<file path="src/rtl/ptw_pkg.sv">
package ptw_pkg;

    localparam int PTE_W       = 32;
    localparam int ENTRY_BYTES = 4;
    localparam int IDX_SHIFT   = $clog2(ENTRY_BYTES);

    // entry flag positions decoded by the permission logic
    localparam int BIT_PRESENT  = 0;
    localparam int BIT_WRITABLE = 1;
    localparam int BIT_USER     = 2;
    localparam int BIT_ACCESSED = 5;
    localparam int BIT_DIRTY    = 6;
    localparam int FRAME_LSB    = 12;

    typedef enum logic [1:0] {
        XLAT_OK   = 2'd0,
        XLAT_SEGV = 2'd1,
        XLAT_PROT = 2'd2
    } xlat_status_e;

    typedef enum logic [2:0] {
        ST_IDLE,
        ST_FETCH,
        ST_EVAL,
        ST_WBACK,
        ST_RESP
    } walk_state_e;

    typedef struct packed {
        logic write;
        logic user;
    } acc_kind_t;

    function automatic xlat_status_e judge(input logic [PTE_W-1:0] pte, input acc_kind_t k);
        if (!pte[BIT_PRESENT])
            return XLAT_SEGV;
        if ((k.write && !pte[BIT_WRITABLE]) || (k.user && !pte[BIT_USER]))
            return XLAT_PROT;
        return XLAT_OK;
    endfunction

    function automatic logic [PTE_W-1:0] mark_used(input logic [PTE_W-1:0] pte, input acc_kind_t k);
        logic [PTE_W-1:0] m;
        m = pte;
        m[BIT_ACCESSED] = 1'b1;
        if (k.write)
            m[BIT_DIRTY] = 1'b1;
        return m;
    endfunction

endpackage

</file>
<file path="src/rtl/ptw_entry_addr.sv">
module ptw_entry_addr
    import ptw_pkg::*;
#(
    parameter int VA_W  = 32,
    parameter int PA_W  = 32,
    parameter int OFS_W = 12
) (
    input  logic [VA_W-1:0]  vaddr,
    input  logic [PA_W-1:0]  base,
    output logic [PA_W-1:0]  entry_addr,
    output logic [OFS_W-1:0] offset
);
    localparam int VPN_W = VA_W - OFS_W;

    logic [VPN_W-1:0] vpn;
    logic [PA_W-1:0]  vpn_ext;

    assign vpn     = vaddr[VA_W-1:OFS_W];
    assign offset  = vaddr[OFS_W-1:0];
    assign vpn_ext = PA_W'(vpn);

    assign entry_addr = base + (vpn_ext << IDX_SHIFT);

endmodule

</file>
<file path="src/rtl/ptw_perm_check.sv">
module ptw_perm_check
    import ptw_pkg::*;
#(
    parameter int PA_W  = 32,
    parameter int OFS_W = 12
) (
    input  logic [PTE_W-1:0] pte,
    input  acc_kind_t        kind,
    input  logic [OFS_W-1:0] offset,
    output xlat_status_e     status,
    output logic [PA_W-1:0]  paddr,
    output logic [PTE_W-1:0] new_pte,
    output logic             need_wb
);
    localparam int PFN_W = PA_W - OFS_W;

    logic [PFN_W-1:0] frame;

    assign frame   = pte[FRAME_LSB +: PFN_W];
    assign status  = judge(pte, kind);
    assign new_pte = mark_used(pte, kind);

    always_comb begin
        if (status == XLAT_OK) begin
            paddr   = {frame, offset};
            need_wb = (new_pte != pte);
        end else begin
            paddr   = '0;
            need_wb = 1'b0;
        end
    end

endmodule

</file>
<file path="src/rtl/pt_walker.sv">
module pt_walker
    import ptw_pkg::*;
#(
    parameter int VA_W  = 32,
    parameter int PA_W  = 32,
    parameter int OFS_W = 12
) (
    input  logic            clk,
    input  logic            rst,
    input  logic            req_valid,
    output logic            req_ready,
    input  logic [VA_W-1:0] req_vaddr,
    input  logic            req_write,
    input  logic            req_user,
    input  logic [PA_W-1:0] ptbr,
    output logic            mem_rd_req,
    output logic [PA_W-1:0] mem_rd_addr,
    input  logic            mem_rd_ack,
    input  logic [31:0]     mem_rd_data,
    output logic            mem_wr_req,
    output logic [PA_W-1:0] mem_wr_addr,
    output logic [31:0]     mem_wr_data,
    input  logic            mem_wr_ack,
    output logic            rsp_valid,
    input  logic            rsp_ready,
    output logic [1:0]      rsp_status,
    output logic [PA_W-1:0] rsp_paddr
);
    walk_state_e      state;
    logic [VA_W-1:0]  vaddr_q;
    logic [PA_W-1:0]  base_q;
    acc_kind_t        kind_q;
    logic [PTE_W-1:0] pte_q;
    logic [PTE_W-1:0] wb_q;
    xlat_status_e     status_q;
    logic [PA_W-1:0]  paddr_q;

    logic [PA_W-1:0]  entry_addr;
    logic [OFS_W-1:0] offset;
    xlat_status_e     chk_status;
    logic [PA_W-1:0]  chk_paddr;
    logic [PTE_W-1:0] chk_new;
    logic             chk_wb;

    ptw_entry_addr #(.VA_W(VA_W), .PA_W(PA_W), .OFS_W(OFS_W)) u_addr (
        .vaddr      (vaddr_q),
        .base       (base_q),
        .entry_addr (entry_addr),
        .offset     (offset)
    );

    ptw_perm_check #(.PA_W(PA_W), .OFS_W(OFS_W)) u_check (
        .pte     (pte_q),
        .kind    (kind_q),
        .offset  (offset),
        .status  (chk_status),
        .paddr   (chk_paddr),
        .new_pte (chk_new),
        .need_wb (chk_wb)
    );

    always_ff @(posedge clk) begin
        if (rst) begin
            state    <= ST_IDLE;
            vaddr_q  <= '0;
            base_q   <= '0;
            kind_q   <= '0;
            pte_q    <= '0;
            wb_q     <= '0;
            status_q <= XLAT_OK;
            paddr_q  <= '0;
        end else begin
            unique case (state)
                ST_IDLE: if (req_valid) begin
                    vaddr_q      <= req_vaddr;
                    base_q       <= ptbr;
                    kind_q.write <= req_write;
                    kind_q.user  <= req_user;
                    state        <= ST_FETCH;
                end
                ST_FETCH: if (mem_rd_ack) begin
                    pte_q <= mem_rd_data;
                    state <= ST_EVAL;
                end
                ST_EVAL: begin
                    status_q <= chk_status;
                    paddr_q  <= chk_paddr;
                    wb_q     <= chk_new;
                    state    <= chk_wb ? ST_WBACK : ST_RESP;
                end
                ST_WBACK: if (mem_wr_ack) state <= ST_RESP;
                ST_RESP:  if (rsp_ready)  state <= ST_IDLE;
                default:  state <= ST_IDLE;
            endcase
        end
    end

    assign req_ready   = (state == ST_IDLE);
    assign mem_rd_req  = (state == ST_FETCH);
    assign mem_rd_addr = entry_addr;
    assign mem_wr_req  = (state == ST_WBACK);
    assign mem_wr_addr = entry_addr;
    assign mem_wr_data = wb_q;
    assign rsp_valid   = (state == ST_RESP);
    assign rsp_status  = status_q;
    assign rsp_paddr   = paddr_q;

    AST_ONE_READ: assert property (@(posedge clk) disable iff (rst)
        mem_rd_req && mem_rd_ack |=> !mem_rd_req);
    AST_FAULT_NO_ADDR: assert property (@(posedge clk) disable iff (rst)
        rsp_valid && rsp_status != XLAT_OK |-> rsp_paddr == '0);
    AST_WB_ONLY_OK: assert property (@(posedge clk) disable iff (rst)
        mem_wr_req |-> status_q == XLAT_OK);
    AST_WB_ACCESSED: assert property (@(posedge clk) disable iff (rst)
        mem_wr_req |-> mem_wr_data[BIT_ACCESSED]);
    AST_WB_DIRTY: assert property (@(posedge clk) disable iff (rst)
        mem_wr_req && kind_q.write |-> mem_wr_data[BIT_DIRTY]);
    AST_IDLE_QUIET: assert property (@(posedge clk) disable iff (rst)
        req_ready |-> !rsp_valid && !mem_rd_req && !mem_wr_req);
    AST_RSP_HOLD: assert property (@(posedge clk) disable iff (rst)
        rsp_valid && !rsp_ready |=> rsp_valid && $stable(rsp_status) && $stable(rsp_paddr));

endmodule

</file>
<file path="config.mk">
export PLATFORM = sky130hd
export DESIGN_NAME = pt_walker
export DESIGN_NICKNAME = d
export VERILOG_FILES = /design/src/rtl/ptw_pkg.sv /design/src/rtl/ptw_entry_addr.sv /design/src/rtl/ptw_perm_check.sv /design/src/rtl/pt_walker.sv
export SDC_FILE = /design/constraint.sdc
export NUM_CORES = 1
export LEC_CHECK = 0
export CORE_AREA = 10 10 146 148
export DETAILED_ROUTE_END_ITERATION = 12
export DIE_AREA = 0 0 156 158
export HOLD_SLACK_MARGIN = 0.06
export PLACE_DENSITY = 0.76
export SLEW_MARGIN = 20
export SYNTH_ARGS = -nofsm -noshare
export SYNTH_HDL_FRONTEND = slang
export SYNTH_SLANG_ARGS = --single-unit
</file>
<file path="constraint.sdc">
create_clock -name clk -period 2.9 [get_ports clk]
set_input_delay 0.29 -clock clk [delete_from_list [all_inputs] [get_ports clk]]
set_output_delay 0.29 -clock clk [all_outputs]
set_load 0.03 [all_outputs]
</file>
==> results.yml, run 1 <==
floorplanning:
  design.core.area_um2: 18500
  rows: 50
  die-area_um2: 24600
  die_w_um: 156
  initial_core_util_pct: 39.5
  die_y_um: 158
  num_io_pins: 238
synthesis:
  yosysWarnings: 0
  synth.area.top_cells: "dfxtp_1 (46%), nand2_1 (14%), a21oi_1 (10%)"
  synthArstFlopShare_pct: 0
  synth_edf_count: 0
  ys_ff_latch: 167
  synthCells: 929
  yosys.area.top_type: "dfxtp_1"
  syn_avg_cell_area_um2: 7.85
  synthFlopType: "dfxtp_1"
  ys_seq_area_share_pct: 45.9
  synthMostInstantiatedCell: "nand2_1"
  netlist_top_cells_count: "nand2_1 (278), dfxtp_1 (167), a21oi_1 (152), nor2_1 (51), clkbuf_1 (43)"
  ys_types: 54
  synth_nets: 1054
  synth_top_area_share_pct: 45.9
  synth_area_um2: 7290
timing:
  max_slew_margin_pct: 55.1
  period_share_pct: 104
  maxSlewViolCount: 0
  hold_viol: 0
  layout_setup_ws_ps: -117
  layout_min_cycle_time_ps: 3020
  rsz0062_at_grt: "true"
  worst-slew-pin-transition_ps: 671
  timing.fmax_mhz: 331
  setup_viol: 29
  clock-skew-final_ps: 16.2
  whs_ps: 333
pwr:
  p_sw_mw: 2.31
  swShare_pct: 33.2
  combinationalPowerShare_pct: 29.4
  pwr_density_cell_nw_per_um2: 649
  peakVddDrop_v: 0.000406
  p_int_mw: 4.65
  power_frac_clock_pct: 33.2
  pwr-share-seq_pct: 37.4
  leakage_nw: 4.04
placement:
  post-dp-hpwl_um: 16100
  place.gp.congestion: 0.965
  dpl_worst_slack_ps: -14.2
  portBuffers: 237
global_route:
  grt_util_met1_pct: 20.2
  antenna_found_initial: 2
  track_usage_pct: 17.9
  grt_max_degree: 61
  gr-usage-met3_pct: 8.14
  use_met2_pct: 30.5
  grt_busiest_layer: "met2"
  grt_pass1_wl_um: 35800
  grt_pass1_vias: 6751
  grt_overflow: 0
setup_path:
  critical-path-slowest-cell: "ha_1"
  critical_path.max_stage_delay_ps: 520
  cp-start-kind: "register"
  critPathTopFamily: "adder cells"
  path_buf_inv: 2
  rrSetupSlack_ps: 1060
  cp.required_ps: 2610
  endpoint_kind: "output port"
  worstSetupPathType: "register to output port"
  cp.arrival_ps: 2730
  cp_max_fo: 7
  path_cells: "ha_1 > nand3_2 > nor2_1 > a21oi_2 > a211oi_4 > buf_4 > o211ai_1 > xnor2_2 > buf_6"
drt:
  num_vias: 6995
  via_per_inst: 5.13
  avgRoutedWirePerCell_um: 17.1
  drt_pre_antenna_iters: 5
  drc_errors: 0
  initialDrtViolationCount: 396
  drt_wl_total_um: 23300
  ant_nets: 0
min_path:
  worstHoldPathType: "primary input to register"
clocking:
  cts_buffers: 17
  cts_tree: "yes"
  clock_latency_ps: 420
  ctsHoldBuffers: 0
  clkTransAtPathRegs_ps: 60
  root_buffer: "clkbuf_16"
  numClockSinks: 167
  cts_buffer_depth: 2
  cts-htree-levels: 4
status:
  status: "finished, violations left"
  violations: "setup timing"
finish:
  nets: 1240
  syn2layout_area_growth_pct: 47.1
  drive_gt1_share_pct: 14.8
run:
  cap_violations: 0
-- power groups by stage --
stage	Combinational [mW]	Clock, mW	Sequential, mW
after floorplan	1.28	0	2.62
after global placement	1.92	0	2.63
after detailed placement	1.94	0	2.64
after CTS	1.99	2.35	2.60
after global routing	2.20	2.45	2.63
final	2.05	2.31	2.60
-- final cells by class --
type | count | area, µm²
Multi-Input combinational cell | 656 | 3830
Inverter | 12 | 45.0
Fill cell | 1597 | 7730
Clock buffer | 22 | 444
Tap cell | 234 | 293
Antenna cell | 2 | 5.00
Timing Repair Buffer | 261 | 2620
Clock inverter | 10 | 144
Sequential cell | 167 | 3350
-- cell families (layout without fill, tap and decap cells) --
| group | count (synthesis) | after routing | synth area share, % |
|---|---|---|---|
| AOI/OAI and AO/OA | 238 | 238 | 19.3 |
| xor gates and xnor gates | 25 | 25 | 3.00 |
| adders and majority gates | 21 | 21 | 3.71 |
| buffers and inverters | 106 | 305 | 7.45 |
| DFF | 167 | 167 | 45.9 |
| muxes | 1 | 1 | 0.137 |
| other | 0 | 2 | 0 |
| and+or+nand+nor | 371 | 371 | 20.5 |
-- cells in the final DEF (no fill, tap or decap), types with 7 or more instances in the layout --
cell type,netlist,routed
a21oi_1,152,143
a21oi_2,0,8
a22oi_1,32,32
buf_12,0,7
buf_4,35,37
buf_6,0,25
clkbuf_16,0,17
clkdlybuf4s50_1,0,185
dfxtp_1,167,163
ha_1,20,10
ha_4,0,8
inv_1,12,11
nand2_1,278,274
nor2_1,51,50
o21ai_0,11,8
xnor2_1,18,8
xnor2_2,0,10
-- final timing paths --
path | startpoint | end | depth (start not counted)
setup / recovery | vaddr_q[22] | mem_wr_addr[24] | 9
hold / removal | rst | rsp_paddr[5] | 2
setup reg to reg | state[1] | rsp_paddr[1] | 5
hold reg to reg | pte_q[11] | mem_wr_data[11] | 2
-- registers in the layout, summed over array words and instances, names as in the netlist --
name / cells
state: 3
pte_q: 32
rsp_paddr: 32
vaddr_q: 32
mem_wr_data: 32
base_q: 32
rsp_status: 2
kind_q: 2
-- per-stage QoR --
step           std cells  total power, mW  utilization [%]  area [µm²]  setup TNS, ps
2_1_floorplan        929             3.90                -        7330              0
3_3_place_gp        1320             4.55             51.9        9590              0
3_5_place_dp        1320             4.58             51.9        9590          -27.6
4_1_cts             1358             6.94             56.9       10500          -1280
5_1_grt             1362             7.28             58.1       10700          -6450
6_report            1364             6.96             58.1       10700          -1980
-- layer usage --
layer	vias to the layer above	wire length [µm]
li1	3456	-
met3	16	2440
met4	0	174
met2	259	11300
met5	-	0
met1	3264	9300
-- what timing repair did --
action	in CTS	in global routing
hold endpoints to repair	0	0
resized for setup	68	53
endpoints found under the setup margin	47	50
setup buffers	6	5
pin swaps	16	20
Power figures use the tool's default switching activity.
==> inputs of run 2 (changes only) <==
--- a/config.mk
+++ b/config.mk
@@ -5,12 +5,13 @@
 export SDC_FILE = /design/constraint.sdc
 export NUM_CORES = 1
 export LEC_CHECK = 0
+export CAP_MARGIN = 25
 export CORE_AREA = 10 10 146 148
 export DETAILED_ROUTE_END_ITERATION = 12
 export DIE_AREA = 0 0 156 158
 export HOLD_SLACK_MARGIN = 0.06
 export PLACE_DENSITY = 0.76
-export SLEW_MARGIN = 20
+export SLEW_MARGIN = 15
 export SYNTH_ARGS = -nofsm -noshare
 export SYNTH_HDL_FRONTEND = slang
 export SYNTH_SLANG_ARGS = --single-unit
==> results of run 2 <==
No change in the layout: final DEF, timing and power equal those of run 1.
